[src/rtl/rtc_alarm_pkg.sv]
`timescale 1ns/1ps
package rtc_alarm_pkg;
  // register slot indices; byte offset = 4 * index
  localparam int NUM_REGS  = 8;
  localparam int IDX_DATA  = 0;
  localparam int IDX_MATCH = 1;
  localparam int IDX_LOAD  = 2;
  localparam int IDX_CTRL  = 3;
  localparam int IDX_MASK  = 4;
  localparam int IDX_RAW   = 5;
  localparam int IDX_MSKD  = 6;
  localparam int IDX_CLR   = 7;

  typedef struct packed {
    logic loadCnt;
    logic wrMatch;
    logic wrCtrl;
    logic wrMask;
    logic clrAlarm;
  } rtcStrobes_t;
endpackage

[src/rtl/rtc_alarm_ctrl.sv]
`timescale 1ns/1ps
module rtc_alarm_ctrl
  import rtc_alarm_pkg::*;
#(
  parameter int ADDR_W = 8,
  parameter int DATA_W = 32
) (
  input  logic              busSel,
  input  logic              busEnable,
  input  logic              busWrite,
  input  logic [ADDR_W-1:0] busAddr,
  input  logic              clrBit,
  input  logic [DATA_W-1:0] cntValue,
  input  logic [DATA_W-1:0] matchValue,
  input  logic [DATA_W-1:0] loadValue,
  input  logic              ctrlEn,
  input  logic              maskEn,
  input  logic              rawFlag,
  output rtcStrobes_t       stb,
  output logic [DATA_W-1:0] busRdata
);
  logic [NUM_REGS-1:0] hit;
  logic                wrPhase;
  logic [DATA_W-1:0]   rdData;

  genvar gi;
  generate
    for (gi = 0; gi < NUM_REGS; gi++) begin : g_dec
      assign hit[gi] = (busAddr == ADDR_W'(gi * 4));
    end
  endgenerate

  assign wrPhase = busSel & busEnable & busWrite;

  always_comb begin
    stb          = '0;
    stb.wrMatch  = wrPhase & hit[IDX_MATCH];
    stb.loadCnt  = wrPhase & hit[IDX_LOAD];
    stb.wrCtrl   = wrPhase & hit[IDX_CTRL];
    stb.wrMask   = wrPhase & hit[IDX_MASK];
    stb.clrAlarm = wrPhase & hit[IDX_CLR] & clrBit;
  end

  always_comb begin
    rdData = '0;
    if (hit[IDX_DATA])  rdData = cntValue;
    if (hit[IDX_MATCH]) rdData = matchValue;
    if (hit[IDX_LOAD])  rdData = loadValue;
    if (hit[IDX_CTRL])  rdData[0] = ctrlEn;
    if (hit[IDX_MASK])  rdData[0] = maskEn;
    if (hit[IDX_RAW])   rdData[0] = rawFlag;
    if (hit[IDX_MSKD])  rdData[0] = rawFlag & maskEn;
  end

  assign busRdata = busSel ? rdData : '0;
endmodule

[src/rtl/rtc_alarm_dp.sv]
`timescale 1ns/1ps
module rtc_alarm_dp
  import rtc_alarm_pkg::*;
#(
  parameter int DATA_W   = 32,
  parameter int TICK_DIV = 32768
) (
  input  logic              clk,
  input  logic              rstN,
  input  logic              refEn,
  input  rtcStrobes_t       stb,
  input  logic [DATA_W-1:0] wdata,
  output logic [DATA_W-1:0] cntValue,
  output logic [DATA_W-1:0] matchValue,
  output logic [DATA_W-1:0] loadValue,
  output logic              ctrlEn,
  output logic              maskEn,
  output logic              rawFlag,
  output logic              alarmIrq
);
  localparam int PRESC_W = (TICK_DIV > 1) ? $clog2(TICK_DIV) : 1;
  localparam logic [PRESC_W-1:0] PRESC_LAST = PRESC_W'(TICK_DIV - 1);

  logic [PRESC_W-1:0] presc, prescNext;
  logic [DATA_W-1:0]  cntNext;
  logic               tickDue, cntMoves, hitNow;

  assign tickDue = ctrlEn & refEn & (presc == PRESC_LAST);

  always_comb begin
    if (stb.loadCnt)           prescNext = '0;
    else if (ctrlEn && refEn)  prescNext = tickDue ? '0 : presc + 1'b1;
    else                       prescNext = presc;
  end

  always_comb begin
    if (stb.loadCnt)   cntNext = wdata;
    else if (tickDue)  cntNext = cntValue + 1'b1;
    else               cntNext = cntValue;
  end

  assign cntMoves = stb.loadCnt | tickDue;
  // compare against the match value held before any same-edge rewrite
  assign hitNow   = cntMoves & (cntNext == matchValue);

  always_ff @(posedge clk) begin
    if (!rstN) begin
      presc      <= '0;
      cntValue   <= '0;
      matchValue <= '0;
      loadValue  <= '0;
      ctrlEn     <= 1'b0;
      maskEn     <= 1'b0;
      rawFlag    <= 1'b0;
    end else begin
      presc    <= prescNext;
      cntValue <= cntNext;
      if (stb.wrMatch) matchValue <= wdata;
      if (stb.loadCnt) loadValue  <= wdata;
      if (stb.wrCtrl)  ctrlEn     <= wdata[0];
      if (stb.wrMask)  maskEn     <= wdata[0];
      if (hitNow)             rawFlag <= 1'b1;
      else if (stb.clrAlarm)  rawFlag <= 1'b0;
    end
  end

  assign alarmIrq = rawFlag & maskEn;
endmodule

[src/rtl/rtc_seconds_alarm.sv]
`timescale 1ns/1ps
module rtc_seconds_alarm
  import rtc_alarm_pkg::*;
#(
  parameter int ADDR_W   = 8,
  parameter int DATA_W   = 32,
  parameter int TICK_DIV = 32768
) (
  input  logic              clk,
  input  logic              rstN,
  input  logic              refEn,
  input  logic              busSel,
  input  logic              busEnable,
  input  logic              busWrite,
  input  logic [ADDR_W-1:0] busAddr,
  input  logic [DATA_W-1:0] busWdata,
  output logic [DATA_W-1:0] busRdata,
  output logic              alarmIrq
);
  rtcStrobes_t       stb;
  logic [DATA_W-1:0] cntValue, matchValue, loadValue;
  logic              ctrlEn, maskEn, rawFlag;

  rtc_alarm_ctrl #(.ADDR_W(ADDR_W), .DATA_W(DATA_W)) u_ctrl (
    .busSel(busSel), .busEnable(busEnable), .busWrite(busWrite),
    .busAddr(busAddr), .clrBit(busWdata[0]),
    .cntValue(cntValue), .matchValue(matchValue), .loadValue(loadValue),
    .ctrlEn(ctrlEn), .maskEn(maskEn), .rawFlag(rawFlag),
    .stb(stb), .busRdata(busRdata)
  );

  rtc_alarm_dp #(.DATA_W(DATA_W), .TICK_DIV(TICK_DIV)) u_dp (
    .clk(clk), .rstN(rstN), .refEn(refEn), .stb(stb), .wdata(busWdata),
    .cntValue(cntValue), .matchValue(matchValue), .loadValue(loadValue),
    .ctrlEn(ctrlEn), .maskEn(maskEn), .rawFlag(rawFlag), .alarmIrq(alarmIrq)
  );
endmodule

[config.mk]
export PLATFORM = sky130hd
export DESIGN_NAME = rtc_seconds_alarm
export DESIGN_NICKNAME = d
export VERILOG_FILES = /design/src/rtl/rtc_alarm_pkg.sv /design/src/rtl/rtc_alarm_ctrl.sv /design/src/rtl/rtc_alarm_dp.sv /design/src/rtl/rtc_seconds_alarm.sv
export SDC_FILE = /design/constraint.sdc
export NUM_CORES = 1
export LEC_CHECK = 0
export ABC_AREA = 1
export BUFFER_PORTS_ARGS = -buffer_cell sky130_fd_sc_hd__buf_2
export CORE_MARGIN = 1
export CORE_UTILIZATION = 35
export CTS_CLUSTER_DIAMETER = 30
export DETAILED_ROUTE_END_ITERATION = 8
export HOLD_SLACK_MARGIN = 0.06
export PLACE_DENSITY_LB_ADDON = 0.12
export REMOVE_ABC_BUFFERS = 1
export SKIP_CTS_REPAIR_TIMING = 1
export SLEW_MARGIN = 20
export SYNTH_ARGS = -nofsm -noshare
export SYNTH_HDL_FRONTEND = slang
export SYNTH_SLANG_ARGS = --single-unit
[constraint.sdc]
create_clock -name clk -period 6.33 [get_ports clk]
set_clock_uncertainty 0.1 [all_clocks]
set_input_delay 0.633 -clock clk [delete_from_list [all_inputs] [get_ports clk]]
set_output_delay 0.633 -clock clk [all_outputs]
set_load 0.01 [all_outputs]
==> flow_metrics.py <==
metrics = {
    "synthesis": {
        "ys_ff_latch": 114,
        "avgSynthCellArea_um2": 6.271,
        "ys_types": 38,
        "syn_inst": 1086,
        "synth_area_leader_cell": "dfxtp_1",
        "synth_edf_count": 0,
        "ys_warn_count": 0,
        "synthTopCellsByArea": "dfxtp_1, nand2_1, inv_1",
        "synth_commonest_cells": "nand2_1, inv_1, dfxtp_1",
        "synth_area_um2": 6810,
        "synth_ff_type": "dfxtp_1",
        "ys_seq_area_frac": 0.3351,
        "async_reset_ff_frac": 0,
        "synth.top_cell.area_share": 0.3351,
        "post-synth-top-count-cell": "nand2_1",
    },
    "timing": {
        "fin_crit_ns": 3.463,
        "rsz0062_at_grt": "false",
        "whs_ns": 0.3632,
        "tns_ns": 0,
        "max_slew.worst_pin.slew_ns": 0.8886,
        "fmax_mhz": 288.7,
        "finalHoldViolCount": 0,
        "max_slew_margin": 0.4062,
        "final_max_slew_viol_count": 0,
        "fin_crit_sh": 0.5471,
        "finalSetupViolations": 0,
    },
    "worst_setup_path": {
        "required_ns": 6.57,
        "cpMostUsedCell": "nand2_1",
        "critical_path_buf_inv_count": 3,
        "cp_max_fo": 42,
        "max_stage_delay_ns": 0.48,
        "crit_path_start_kind": "primary input",
        "worst_path_max_delay_cell": "nand2_4",
        "critical_path_class": "in -> reg",
        "crit_family": "simple AND/OR/NAND/NOR gates",
        "cp.arrival_ns": 3.71,
        "worstPathCellList": "buf_2 -> or2_1 -> nor2_2 -> nand2_2 -> nor2_8 -> nand2_4 -> clkinv_4 -> nand2_1 -> nand3_1 -> nand2_1 -> inv_1 -> nand2_1 -> nor2_1 -> nand2_1 -> nor2_1 -> nand2_1 -> a21oi_2",
        "end_kind": "flop",
    },
    "finish": {
        "final_nets": 1195,
        "diodes": 0,
        "post-route-util": 0.4195,
        "nFillCells": 2128,
        "area_growth_pct": 16.37,
        "drive_gt1_frac": 0.1242,
        "design_area_um2": 7925,
    },
    "global_routing": {
        "grt_max_degree": 43,
        "antenna_found_initial": 0,
        "gr-total-overflow": 0,
        "grtUsageTotal": 0.2375,
        "grt_pass1_wl_um": 36110,
        "grt_pass1_vias": 6703,
    },
    "routing": {
        "wirelength_um": 22880,
        "vias": 7111,
        "dr.pass1.iters": 6,
        "wire_per_inst_um": 16.13,
        "ant_nets": 0,
        "drc": 0,
        "viasPerCell": 5.011,
        "drt_iter0_drc": 591,
    },
    "die": {
        "io_pins": 79,
        "die_w_um": 141.5,
        "rows": 50,
        "start_util": 0.3605,
        "die_h_um": 141.5,
        "coreArea_um2": 18890,
        "die_area_um2": 20020,
    },
    "clock_network": {
        "cts_made_buffers": 17,
        "clk_pin_slew_worst_paths_ns": 0.05,
        "cts_tree": "done",
        "clockRootBuffer": "clkbuf_16",
        "insertion_delay_ns": 0.42,
        "cts.sinks": 114,
        "cts_htree_levels": 4,
        "cts_buffer_depth": 2,
    },
    "power": {
        "vdd_drop_max_mv": 0.1908,
        "power_per_cell_area_nw_per_um2": 215.4,
        "p_switching_w": 0.0003841,
        "swShare": 0.2250,
        "clock_power_share": 0.545,
        "internal_power_w": 0.001323,
        "total_power_w": 0.001707,
        "leakage_nw": 3.572,
        "pwr-share-seq": 0.421,
        "pwr-share-comb": 0.034,
    },
    "placed_design": {
        "place_area_um2": 7366,
        "routabilityCongestion": 0.8805,
        "port_buffers": 78,
        "dp_hpwl_um": 15810,
    },
    "outcome": {
        "status": "completed",
    },
    "job": {
        "drv_cap": 0,
    },
    "hold_path": {
        "hold_class": "in -> reg",
    },
}
[logic make-up after synthesis]
kind of cell / after synthesis / synth area share
XOR/XNOR: 11 / 0.01415
adder cells (fa/ha/maj): 2 / 0.003674
AO/OA/AOI/OAI: 238 / 0.1885
AND/OR/NAND/NOR: 497 / 0.3268
flip-flops: 114 / 0.3351
buffers and inverters: 224 / 0.1317
[path summary, 6_finish.rpt]
| kind | endpoint | start | slack (ns) | cells past startpoint |
|---|---|---|---|---|
| max | u_dp.rawFlag$_SDFFE_PN0P_ | busAddr[1] | 2.87 | 17 |
| min | u_dp.matchValue[12]$_SDFFE_PN0P_ | busWdata[12] | 0.36 | 3 |
| max reg2reg | u_dp.rawFlag$_SDFFE_PN0P_ | u_dp.presc[1]$_SDFFE_PP0P_ | 3.46 | 17 |
| min reg2reg | u_dp.loadValue[3]$_SDFFE_PN0P_ | u_dp.loadValue[3]$_SDFFE_PN0P_ | 0.37 | 2 |
[cell type report]
cell class / instances / area, um2 / share of cell area
multi-input cells: 748 / 3631 / 0.4582
flip-flops and latches: 114 / 2282 / 0.2880
inverters: 181 / 684.4 / 0.08636
clock buffers: 26 / 509.2 / 0.06426
repair buffers: 85 / 442.9 / 0.05589
well taps: 260 / 325.3 / 0.04105
clock inverters: 5 / 50.05 / 0.006315
[sequential cells by signal, indices dropped and copies added (netlist names)]
name	count
u_dp.cntValue	32
u_dp.ctrlEn	1
u_dp.loadValue	32
u_dp.maskEn	1
u_dp.matchValue	32
u_dp.presc	15
u_dp.rawFlag	1
[cell usage in the layout (no fill, tap or decap), types with 3 or more instances in the layout]
master	instances
nand2_1	236
inv_1	178
dfxtp_1	114
nand3_1	106
nor2_1	97
a21oi_1	94
o21ai_0	78
buf_2	78
o22ai_1	56
clkbuf_16	17
nand4_1	14
nor3_1	12
nor2_2	8
xor2_1	8
buf_4	7
nand2_2	6
nand3_2	6
clkbuf_8	5
clkbuf_1	4
clkinv_2	4
o211ai_1	3
xnor2_1	3
[worst min-delay path, cell delays in order]
cell and delay, ns:
buf_2 0.09, nor2_1 0.04, nor2_1 0.08
[through the flow]
| step | cells | setup WS [ns] |
|---|---|---|
| 2_1_floorplan | 1043 | 3.176 |
| 3_3_place_gp | 1388 | 2.499 |
| 3_5_place_dp | 1388 | 2.453 |
| 4_1_cts | 1419 | 2.883 |
| 5_1_grt | 1419 | 2.637 |
| 6_report | 1419 | 2.867 |
[metal layers]
layer | vias to the layer above | part of all wire | GRT usage
met5 | - | 0 | 0
met4 | 0 | 0.011 | 0.05829
met3 | 22 | 0.048 | 0.04252
met1 | 3246 | 0.47 | 0.3092
met2 | 184 | 0.47 | 0.4057
li1 | 3659 | - | -
[power by group through the flow]
stage | Sequential [W] | Combinational (W) | Clock, W
floorplan | 0.000734 | 0.0000217 | 0
global placement | 0.000734 | 0.0000587 | 0
detailed placement | 0.000734 | 0.0000585 | 0
CTS | 0.000718 | 0.0000585 | 0.000941
global route | 0.000718 | 0.0000641 | 0.000977
finish | 0.000718 | 0.0000583 | 0.000930
Power figures use the tool's default switching activity.
